## src/rtl/rtc_pkg.sv

```systemverilog
package rtc_pkg;

  typedef struct packed {
    logic [7:0] yr;
    logic [7:0] mon;
    logic [7:0] date;
    logic [7:0] dow;
    logic [7:0] hr;
    logic [7:0] min;
    logic [7:0] sec;
  } time_t;

  localparam int NUM_BYTES = 8;
  localparam int IDX_W     = 3;

  localparam time_t RST_TIME = '{yr: 8'h00, mon: 8'h01, date: 8'h01, dow: 8'h01,
                                 hr: 8'h00, min: 8'h00, sec: 8'h00};

  // Bits that software can store in each byte.
  function automatic logic [7:0] sw_mask(input int idx);
    case (idx)
      2:       return 8'h7F;
      3:       return 8'h3F;
      4:       return 8'h47;
      5:       return 8'h3F;
      6:       return 8'h1F;
      default: return 8'hFF;
    endcase
  endfunction

  // Bits that belong to the time value (refreshed and committed).
  function automatic logic [7:0] time_mask(input int idx);
    case (idx)
      0:       return 8'h00;
      1:       return 8'h7F;
      4:       return 8'h07;
      default: return sw_mask(idx);
    endcase
  endfunction

  function automatic logic [7:0] rst_byte(input int idx);
    case (idx)
      1:       return 8'h80;
      4, 5, 6: return 8'h01;
      default: return 8'h00;
    endcase
  endfunction

  function automatic logic [7:0] bcd_inc(input logic [7:0] v);
    if (v[3:0] == 4'd9) return {v[7:4] + 4'd1, 4'd0};
    return {v[7:4], v[3:0] + 4'd1};
  endfunction

  function automatic logic is_leap(input logic [7:0] yr);
    logic [7:0] bin;
    bin = {1'b0, yr[7:4], 3'b000} + {3'b000, yr[7:4], 1'b0} + {4'd0, yr[3:0]};
    return bin[1:0] == 2'b00;
  endfunction

  function automatic logic [7:0] month_days(input logic [7:0] mon, input logic [7:0] yr);
    case (mon)
      8'h02:                      return is_leap(yr) ? 8'h29 : 8'h28;
      8'h04, 8'h06, 8'h09, 8'h11: return 8'h30;
      default:                    return 8'h31;
    endcase
  endfunction

  function automatic logic [NUM_BYTES-1:0][7:0] to_bytes(input time_t t);
    logic [NUM_BYTES-1:0][7:0] b;
    b    = '0;
    b[1] = t.sec;
    b[2] = t.min;
    b[3] = t.hr;
    b[4] = t.dow;
    b[5] = t.date;
    b[6] = t.mon;
    b[7] = t.yr;
    return b;
  endfunction

  function automatic time_t from_bytes(input logic [NUM_BYTES-1:0][7:0] b);
    time_t t;
    t.sec  = b[1] & time_mask(1);
    t.min  = b[2] & time_mask(2);
    t.hr   = b[3] & time_mask(3);
    t.dow  = b[4] & time_mask(4);
    t.date = b[5] & time_mask(5);
    t.mon  = b[6] & time_mask(6);
    t.yr   = b[7] & time_mask(7);
    return t;
  endfunction

endpackage

```

## src/rtl/rtc_time_step.sv

```systemverilog
module rtc_time_step
  import rtc_pkg::*;
(
  input  time_t cur,
  output time_t nxt
);

  logic [7:0] last_day;
  logic       sec_wrap, min_wrap, hr_wrap, date_wrap, mon_wrap;

  always_comb begin
    last_day  = month_days(cur.mon, cur.yr);
    sec_wrap  = (cur.sec == 8'h59);
    min_wrap  = sec_wrap && (cur.min == 8'h59);
    hr_wrap   = min_wrap && (cur.hr == 8'h23);
    date_wrap = hr_wrap && (cur.date == last_day);
    mon_wrap  = date_wrap && (cur.mon == 8'h12);

    nxt      = cur;
    nxt.sec  = sec_wrap ? 8'h00 : bcd_inc(cur.sec);
    if (sec_wrap)  nxt.min  = (cur.min == 8'h59) ? 8'h00 : bcd_inc(cur.min);
    if (min_wrap)  nxt.hr   = (cur.hr == 8'h23) ? 8'h00 : bcd_inc(cur.hr);
    if (hr_wrap) begin
      nxt.dow  = (cur.dow == 8'h07) ? 8'h01 : cur.dow + 8'h01;
      nxt.date = (cur.date == last_day) ? 8'h01 : bcd_inc(cur.date);
    end
    if (date_wrap) nxt.mon  = (cur.mon == 8'h12) ? 8'h01 : bcd_inc(cur.mon);
    if (mon_wrap)  nxt.yr   = (cur.yr == 8'h99) ? 8'h00 : bcd_inc(cur.yr);
  end

endmodule

```

## src/rtl/rtc_live_counter.sv

```systemverilog
module rtc_live_counter
  import rtc_pkg::*;
(
  input  logic  clk,
  input  logic  rst,
  input  logic  adv,
  input  logic  load,
  input  time_t load_val,
  output time_t now_o
);

  time_t cnt_q, step_nxt;
  logic  stepped_q;

  rtc_time_step u_step (
    .cur (cnt_q),
    .nxt (step_nxt)
  );

  always_ff @(posedge clk) begin
    if (rst) begin
      cnt_q     <= RST_TIME;
      stepped_q <= 1'b0;
    end else begin
      stepped_q <= adv && !load;
      if (load)     cnt_q <= load_val;
      else if (adv) cnt_q <= step_nxt;
    end
  end

  assign now_o = cnt_q;

  AST_DATE_IN_MONTH: assert property (@(posedge clk) disable iff (rst)
    stepped_q |-> (cnt_q.date != 8'h00 && cnt_q.date <= month_days(cnt_q.mon, cnt_q.yr)));

  AST_SEC_BCD: assert property (@(posedge clk) disable iff (rst)
    stepped_q |-> (cnt_q.sec[3:0] <= 4'd9 && cnt_q.sec <= 8'h59));

  AST_LOAD_WINS: assert property (@(posedge clk) disable iff (rst)
    load |=> (cnt_q == $past(load_val)));

endmodule

```

## src/rtl/rtc_hold_bank.sv

```systemverilog
module rtc_hold_bank
  import rtc_pkg::*;
(
  input  logic                      clk,
  input  logic                      rst,
  input  logic                      sw_wr,
  input  logic [IDX_W-1:0]          sw_idx,
  input  logic [7:0]                sw_data,
  input  logic                      refresh,
  input  logic [NUM_BYTES-1:0][7:0] live_b,
  output logic [NUM_BYTES-1:0][7:0] hold_o
);

  assign hold_o[0] = 8'h00;

  for (genvar i = 1; i < NUM_BYTES; i++) begin : g_byte
    localparam logic [7:0] SWM = sw_mask(i);
    localparam logic [7:0] TM  = time_mask(i);
    localparam logic [7:0] RV  = rst_byte(i);
    logic [7:0] b_q;

    always_ff @(posedge clk) begin
      if (rst)                                      b_q <= RV;
      else if (sw_wr && sw_idx == IDX_W'(i))        b_q <= sw_data & SWM;
      else if (refresh)                             b_q <= (b_q & ~TM) | (live_b[i] & TM);
    end

    assign hold_o[i] = b_q;
  end

endmodule

```

## src/rtl/rtc_calendar.sv

```systemverilog
module rtc_calendar
  import rtc_pkg::*;
#(
  parameter int ADDR_W = 4
) (
  input  logic              clk,
  input  logic              rst,
  input  logic              tick,
  input  logic [ADDR_W-1:0] addr,
  input  logic              wr_en,
  input  logic [7:0]        wr_data,
  input  logic              rd_en,
  output logic [7:0]        rd_data
);

  localparam logic [ADDR_W-1:0] TOP_ALL = '1;
  localparam logic [ADDR_W-1:0] WIN_TAG = TOP_ALL >> IDX_W;

  logic [IDX_W-1:0]          idx;
  logic                      in_win;
  logic                      ctrl_wr, time_wr, commit, adv, stop;
  logic [7:0]                ctrl_q;
  logic                      refresh_pend_q;
  logic [NUM_BYTES-1:0][7:0] hold_b, live_b;
  time_t                     live_t, load_t;
  logic [7:0]                sel_byte;

  assign idx     = addr[IDX_W-1:0];
  assign in_win  = (addr >> IDX_W) == WIN_TAG;
  assign ctrl_wr = wr_en && in_win && (idx == '0);
  assign time_wr = wr_en && in_win && (idx != '0);
  assign commit  = ctrl_wr && ctrl_q[7] && !wr_data[7];
  assign stop    = hold_b[1][7];
  assign adv     = tick && !stop && !commit;
  assign load_t  = from_bytes(hold_b);
  assign live_b  = to_bytes(live_t);

  always_ff @(posedge clk) begin
    if (rst) begin
      ctrl_q         <= 8'h00;
      refresh_pend_q <= 1'b0;
    end else begin
      if (ctrl_wr) ctrl_q <= wr_data;
      refresh_pend_q <= adv && !ctrl_q[7] && !ctrl_q[6];
    end
  end

  rtc_live_counter u_live (
    .clk      (clk),
    .rst      (rst),
    .adv      (adv),
    .load     (commit),
    .load_val (load_t),
    .now_o    (live_t)
  );

  rtc_hold_bank u_hold (
    .clk     (clk),
    .rst     (rst),
    .sw_wr   (time_wr),
    .sw_idx  (idx),
    .sw_data (wr_data),
    .refresh (refresh_pend_q),
    .live_b  (live_b),
    .hold_o  (hold_b)
  );

  always_comb begin
    if (!in_win)        sel_byte = 8'h00;
    else if (idx == '0) sel_byte = ctrl_q;
    else                sel_byte = hold_b[idx];
  end

  always_ff @(posedge clk) begin
    if (rst)        rd_data <= 8'h00;
    else if (rd_en) rd_data <= sel_byte;
  end

  AST_STOP_HOLDS: assert property (@(posedge clk) disable iff (rst)
    (stop && !commit) |=> $stable(live_t));

  AST_HALT_FREEZES: assert property (@(posedge clk) disable iff (rst)
    ((ctrl_q[7] || ctrl_q[6]) && !refresh_pend_q && !time_wr) |=> $stable(hold_b));

  AST_REFRESH_LANDS: assert property (@(posedge clk) disable iff (rst)
    (refresh_pend_q && !time_wr) |=> ((hold_b[1] & 8'h7F) == $past(live_t.sec)));

  AST_RSVD_ZERO: assert property (@(posedge clk) disable iff (rst)
    (rd_en && in_win) |=> ((rd_data & ~sw_mask(int'($past(idx)))) == 8'h00));

  AST_OUTSIDE_ZERO: assert property (@(posedge clk) disable iff (rst)
    (rd_en && !in_win) |=> (rd_data == 8'h00));

endmodule

```

## config.mk

```make
export PLATFORM = sky130hd
export DESIGN_NAME = rtc_calendar
export DESIGN_NICKNAME = d
export VERILOG_FILES = /design/src/rtl/rtc_pkg.sv /design/src/rtl/rtc_time_step.sv /design/src/rtl/rtc_live_counter.sv /design/src/rtl/rtc_hold_bank.sv /design/src/rtl/rtc_calendar.sv
export SDC_FILE = /design/constraint.sdc
export NUM_CORES = 1
export LEC_CHECK = 0
export ABC_CLOCK_PERIOD_IN_PS = 5130
export BUFFER_PORTS_ARGS = -buffer_cell sky130_fd_sc_hd__buf_4
export CORE_ASPECT_RATIO = 1.75
export CORE_MARGIN = 3
export CORE_UTILIZATION = 68
export DETAILED_ROUTE_END_ITERATION = 8
export PLACE_DENSITY_LB_ADDON = 0.1
export SLEW_MARGIN = 20
export SYNTH_ARGS = -nofsm -noshare
export SYNTH_HDL_FRONTEND = slang
export SYNTH_HIERARCHICAL = 1
export SYNTH_SLANG_ARGS = --single-unit
export TNS_END_PERCENT = 20
```

## constraint.sdc

```tcl
create_clock -name clk -period 5.13 [get_ports clk]
set_clock_uncertainty 0.05 [all_clocks]
set_input_delay 0.7695 -clock clk [delete_from_list [all_inputs] [get_ports clk]]
set_output_delay 0.7695 -clock clk [all_outputs]
set_load 0.01 [all_outputs]
```

==> results of run 1 <==
## layout make-up
type	instances	area [sq um]	area share (%)
tap	130	163	1.95
clock inverter	12	201	2.41
sequential	117	2340	28.1
clock buffer	20	447	5.35
inverter	18	67.6	0.810
multi-input combinational	662	4900	58.7
timing repair buffer	30	225	2.70
## critical path, delay by kind of cell
family                 cells  cell delay, ns
AOI/OAI and AO/OA          1            0.39
buffers and inverters      3            1.18
and+or+nand+nor            3            1.58
## stage by stage
| stage | total power [mW] | cell area (sq um) | hold WS [ns] | worst slack [ns] | std cells |
|---|---|---|---|---|---|
| after floorplan | 1.03 | 7820 | 0.369 | 2.57 | 871 |
| after global placement | 1.05 | 7700 | 0.402 | 1.25 | 957 |
| after detailed placement | 1.06 | 7700 | 0.411 | 1.11 | 957 |
| after CTS | 2.35 | 8350 | 0.416 | 1.53 | 989 |
| after global routing | 2.40 | 8350 | 0.419 | 1.20 | 989 |
| final | 2.34 | 8350 | 0.412 | 1.43 | 989 |
## power groups by stage
stage / clock [mW] / combinational (mW) / sequential, mW
after CTS: 1.31 / 0.110 / 0.930
final: 1.30 / 0.112 / 0.930
after floorplan: 0 / 0.0824 / 0.946
after global placement: 0 / 0.107 / 0.948
after global routing: 1.35 / 0.120 / 0.930
after detailed placement: 0 / 0.109 / 0.949
## per-layer routing
layer	track usage, %	vias up	share of wire [%]
met5	0	-	0
met4	16.9	0	5.0
met3	6.23	76	4.7
met2	54.8	235	51
met1	35.7	3090	39
li1	-	3045	-
## state kept, by name, summed over array words and instances, names as in the netlist
| signal | cells |
|---|---|
| rd_data | 8 |
| u_hold/g_byte.b_q | 44 |
| u_live/now_o | 56 |
| refresh_pend_q | 1 |
| ctrl_q | 8 |
## worst max-delay path by stage
stage,startpoint,end
finish,addr[0],u_live/now_o[52]$_SDFFE_PP0P_
global route,addr[0],u_live/now_o[45]$_SDFFE_PP0P_
CTS,addr[0],u_live/now_o[52]$_SDFFE_PP0P_
detailed placement,addr[0],u_live/now_o[18]$_SDFFE_PP0P_
global placement,addr[0],u_live/now_o[15]$_SDFFE_PP0P_
floorplan,addr[0],u_live/now_o[52]$_SDFFE_PP0P_
==> out/results.ini, run 1 <==
[critical_path]
ff2ff_setup_slack_ns = 1.60
max_stage_delay_ns = 0.83
crit_fanout = 53
cpMostUsedCell = buf_4
ff2ff_path_depth = 8
cp_data_required_time_ns = 5.39
path_cells = buf_4, nor3_2, and2b_1, and3b_1, buf_4, inv_2, a211oi_1
cp.arrival_ns = 3.96
path_class = in2reg
endpoint_kind = flop
slowest_stage = and3b_1
start_kind = primary input
worstReg2RegStart = u_live/now_o[0]$_SDFFE_PP0P_
r2r-end = u_live/now_o[52]$_SDFFE_PP0P_

[clock_tree]
postCtsSetupBuffers = 0
numCtsBuffers = 17
cts_resized = 0
cts_num_sinks = 117
clk_pin_slew_ns = 0.05
cts_root_buf = clkbuf_16
clk_latency_ns = 0.41
clock_path_buffers = 2
cts_tree = yes
htree_num_levels = 4
cts_hold_buf = 0

[die]
die_h_microns = 147
io_pins = 25
die_width_microns = 86.6
num_rows = 50
fp.coreArea_sq_mm = 0.0109
initial_core_util_pct = 71.0
fp.dieArea_sq_mm = 0.0127

[power]
p_clk_share_pct = 55.5
p_leak_nw = 3.07
ir_drop_mv = 0.257
p_switching_mw = 0.506
power_density_mw_per_mm2 = 281
p_comb_share_pct = 4.8
switching_share_pct = 21.6
p_int_mw = 1.84
power.share.sequential_pct = 39.7

[sta]
hold_violations = 0
clock.fmax_mhz = 270
fin_setup_tns_ns = 0
min_period_ns = 3.70
setup_viol = 0
post-route-period-util_pct = 72.1
rsz0062_at_grt = no
slew_headroom_pct = 26.5
maxSlewViolCount = 0
tightest_slew_ns = 1.10

[route]
vias = 6446
wire_per_inst_microns = 19.9
postRouteAntennaNets = 0
drc = 0
wl_microns = 19700
drt_iter0_markers = 451
dr.pass1.iters = 5
vias_per_cell = 6.52

[layout]
mostFrequentLayoutCells = mux2i_1 (125), dfxtp_1 (116), nor2_1 (88)
final_util_pct = 76.7
fillers = 778
layout.nets = 884
drive_gt1_share_pct = 11.2
area_growth_pct = 7.95
layout_commonest_cell = mux2i_1
diodes = 0

[min_path]
worstHoldStart = ctrl_q[6]$_SDFFE_PP0N_
hold_class = reg2reg
hold_depth = 1
hold_end = refresh_pend_q$_SDFF_PP0_

[global_route]
grt.overflow.total = 0
grt_pass1_vias = 6499
antenna_found_initial = 0
grtUsageTotal_pct = 31.7
grt_first_pass_wirelength_microns = 32200
grt_max_degree = 77

[status]
status = finished, final reports clean

[flow_run]
cap_violations = 0

[placed_design]
place.gp.congestion = 0.908
portBuffers = 24
dp_hpwl_microns = 13300

[synthesis]
yosysWarnings = 6
netlist_instances = 847
avgSynthCellArea_sq_um = 9.13
netlist_area_sq_mm = 0.00773

(Power assumes the default switching activity.)
==> run 2: changes to the inputs <==
Settings changed: ABC_CLOCK_PERIOD_IN_PS 5130 to 3800, CORE_UTILIZATION 68 to 63.
Clock period 5.13 ns to 3.8 ns, I/O delays scaled along.
==> out/results.ini, run 2 (synthesis results as in run 1) <==
[status]
status = finished, final reports clean

[power]
ir_drop_mv = 0.360  ; +40%
power_mw = 3.07  ; +31%
p_leak_nw = 3.08  ; +0.22%
power_density_mw_per_mm2 = 365  ; +30%

[route]
wire_per_inst_microns = 19.2  ; -3.3%
vias = 6330  ; -1.8%
postRouteAntennaNets = 0  ; unchanged
drc = 0  ; unchanged
wl_microns = 19700  ; +0.21%
drt_iter0_markers = 382  ; -15%
vias_per_cell = 6.18  ; -5.2%
wl_met1_microns = 7950  ; +4.0%
highest_layer = met4
dr.pass1.iters = 5  ; unchanged
wl_met2_microns = 10400  ; +2.5%
wl_met3_microns = 872  ; -5.9%

[sta]
setup_viol = 0  ; unchanged
fin_hold_ws_ns = 0.409  ; -0.00233 ns
min_period_ns = 3.22
rsz0062_at_grt = no
tightest_slew_ns = 0.776  ; -0.325 ns
hold_violations = 0  ; unchanged
worst_slack_ns = 0.580  ; -0.853 ns
slew_headroom_pct = 48.1  ; +22 points
fin_setup_tns_ns = 0  ; unchanged
maxSlewViolCount = 0  ; unchanged
clock.fmax_mhz = 311
post-route-period-util_pct = 84.7

[layout]
layout_commonest_cell = mux2i_1
fillers = 920  ; +18%
largest_reg_flops = 56  ; unchanged
mostFrequentLayoutCells = mux2i_1 (125), dfxtp_1 (116), nor2_1 (88)
diodes = 0  ; unchanged
layout.nets = 888  ; +0.45%
area_growth_pct = 8.63
drive_gt1_share_pct = 11.8  ; +0.64 points

[clock_tree]
clk_latency_ns = 0.42  ; about the same
cts_hold_buf = 0  ; unchanged
cts_resized = 0  ; unchanged
cts_tree = yes
cts_root_buf = clkbuf_16
numCtsBuffers = 17  ; unchanged
cts_num_sinks = 117  ; unchanged
htree_num_levels = 4  ; unchanged
clock_path_buffers = 2  ; unchanged
clk_pin_slew_ns = 0.06  ; about the same
postCtsSetupBuffers = 0  ; unchanged

[die]
fp.dieArea_sq_mm = 0.0137  ; +7.5%
initial_core_util_pct = 65.7  ; -5.4 points
die_width_microns = 89.7  ; +3.6%
io_pins = 25  ; unchanged
die_h_microns = 153  ; +3.7%
fp.coreArea_sq_mm = 0.0118  ; +8.2%
num_rows = 52  ; +4.0%

[placed_design]
dp_hpwl_microns = 13200  ; -0.95%
portBuffers = 24  ; unchanged
dp_slack_ns = 0.714  ; -0.393 ns
place.gp.congestion = 0.877  ; -3.4%

[flow_run]
cap_violations = 0  ; unchanged

[min_path]
worstHoldStart = ctrl_q[6]$_SDFFE_PP0N_
hold_class = reg2reg
hold_depth = 1  ; unchanged
hold_end = refresh_pend_q$_SDFF_PP0_

[critical_path]
r2r-end = u_live/now_o[53]$_SDFFE_PP0P_
cp.arrival_ns = 3.48  ; -0.48 ns
ff2ff_setup_slack_ns = 0.58  ; -1.02 ns
path_class = reg2reg
start_kind = flop
crit_fanout = 11  ; -79%
endpoint_kind = flop
worstReg2RegStart = u_live/now_o[0]$_SDFFE_PP0P_
ff2ff_path_depth = 8  ; unchanged
cp_data_required_time_ns = 4.05  ; -1.34 ns

[global_route]
antenna_found_initial = 0  ; unchanged
grt_first_pass_wirelength_microns = 32000  ; -0.75%
grt_max_degree = 59  ; -23%
grt.overflow.total = 0  ; unchanged
grt_pass1_vias = 6296  ; -3.1%
grtUsageTotal_pct = 28.7  ; -2.9 points

==> run 2: cell count changes in the layout (fill, tap and decap cells not counted) <==
cell        before  now
clkinv_4         2    4
inv_6            1    2
bufinv_16        5    3
buf_4           30   32
buf_12           0    2
clkinvlp_4       2    3
clkinv_2         2    3
clkbuf_1         2    0
clkbuf_8         1    0
==> run 2: final cells by class <==
type	instances	area (sq um)	share of cell area, %
flip-flops and latches	117	2340	27.9
repair buffers	34	280	3.34
multi-input cells	662	4900	58.3
inverters	18	67.6	0.805
well taps	162	203	2.41
clock buffers	17	425	5.07
clock inverters	15	180	2.15
==> run 2: layer usage <==
layer / global-route usage, % / vias to the layer above
met5: 0 / -
met4: 13.7 / 0
met3: 4.25 / 35
met2: 51.2 / 206
met1: 33.6 / 3029
li1: - / 3060
==> run 2: how the worst max path moves through the flow <==
| stage | start | end | slack [ns] | cells past startpoint |
|---|---|---|---|---|
| 6_report | u_live/now_o[0]$_SDFFE_PP0P_ | u_live/now_o[53]$_SDFFE_PP0P_ | 0.58 | 8 |
| 5_1_grt | u_live/now_o[0]$_SDFFE_PP0P_ | u_live/now_o[53]$_SDFFE_PP0P_ | 0.42 | 8 |
| 4_1_cts | u_live/now_o[44]$_SDFFE_PP0P_ | u_live/now_o[36]$_SDFFE_PP0P_ | 0.69 | 10 |
| 3_5_place_dp | u_live/now_o[44]$_SDFFE_PP0P_ | u_live/now_o[36]$_SDFFE_PP0P_ | 0.71 | 10 |
| 3_3_place_gp | u_live/now_o[44]$_SDFFE_PP0P_ | u_live/now_o[54]$_SDFFE_PP0P_ | 0.81 | 10 |
| 2_1_floorplan | u_live/now_o[44]$_SDFFE_PP0P_ | u_live/now_o[49]$_SDFFE_PP0P_ | 1.24 | 10 |
==> run 2: through the flow <==
step                cell area [sq um]  instances  util (%)
CTS                              8400       1025      71.3
floorplan                        7820        871         -
finish                           8400       1025      71.3
global route                     8400       1025      71.3
global placement                 7790        993      66.2
detailed placement               7790        993      66.2
==> run 2: worst max-delay path, cell delays in order, from the launching register on <==
cell      delay (ns)
dfxtp_1         0.42
ha_1            0.20
and3b_1         0.42
nand4_2         0.37
nor4_1          0.53
nand4_1         0.33
o31ai_1         0.33
mux2i_1         0.15
a211oi_1        0.30
==> run 2: power by group <==
| group | internal (mW) | total (mW) | leakage, nW | switching, mW |
|---|---|---|---|---|
| logic | 0.0588 | 0.153 | 1.84 | 0.0944 |
| clock network | 1.03 | 1.66 | 0.290 | 0.624 |
| registers | 1.24 | 1.25 | 0.945 | 0.0125 |
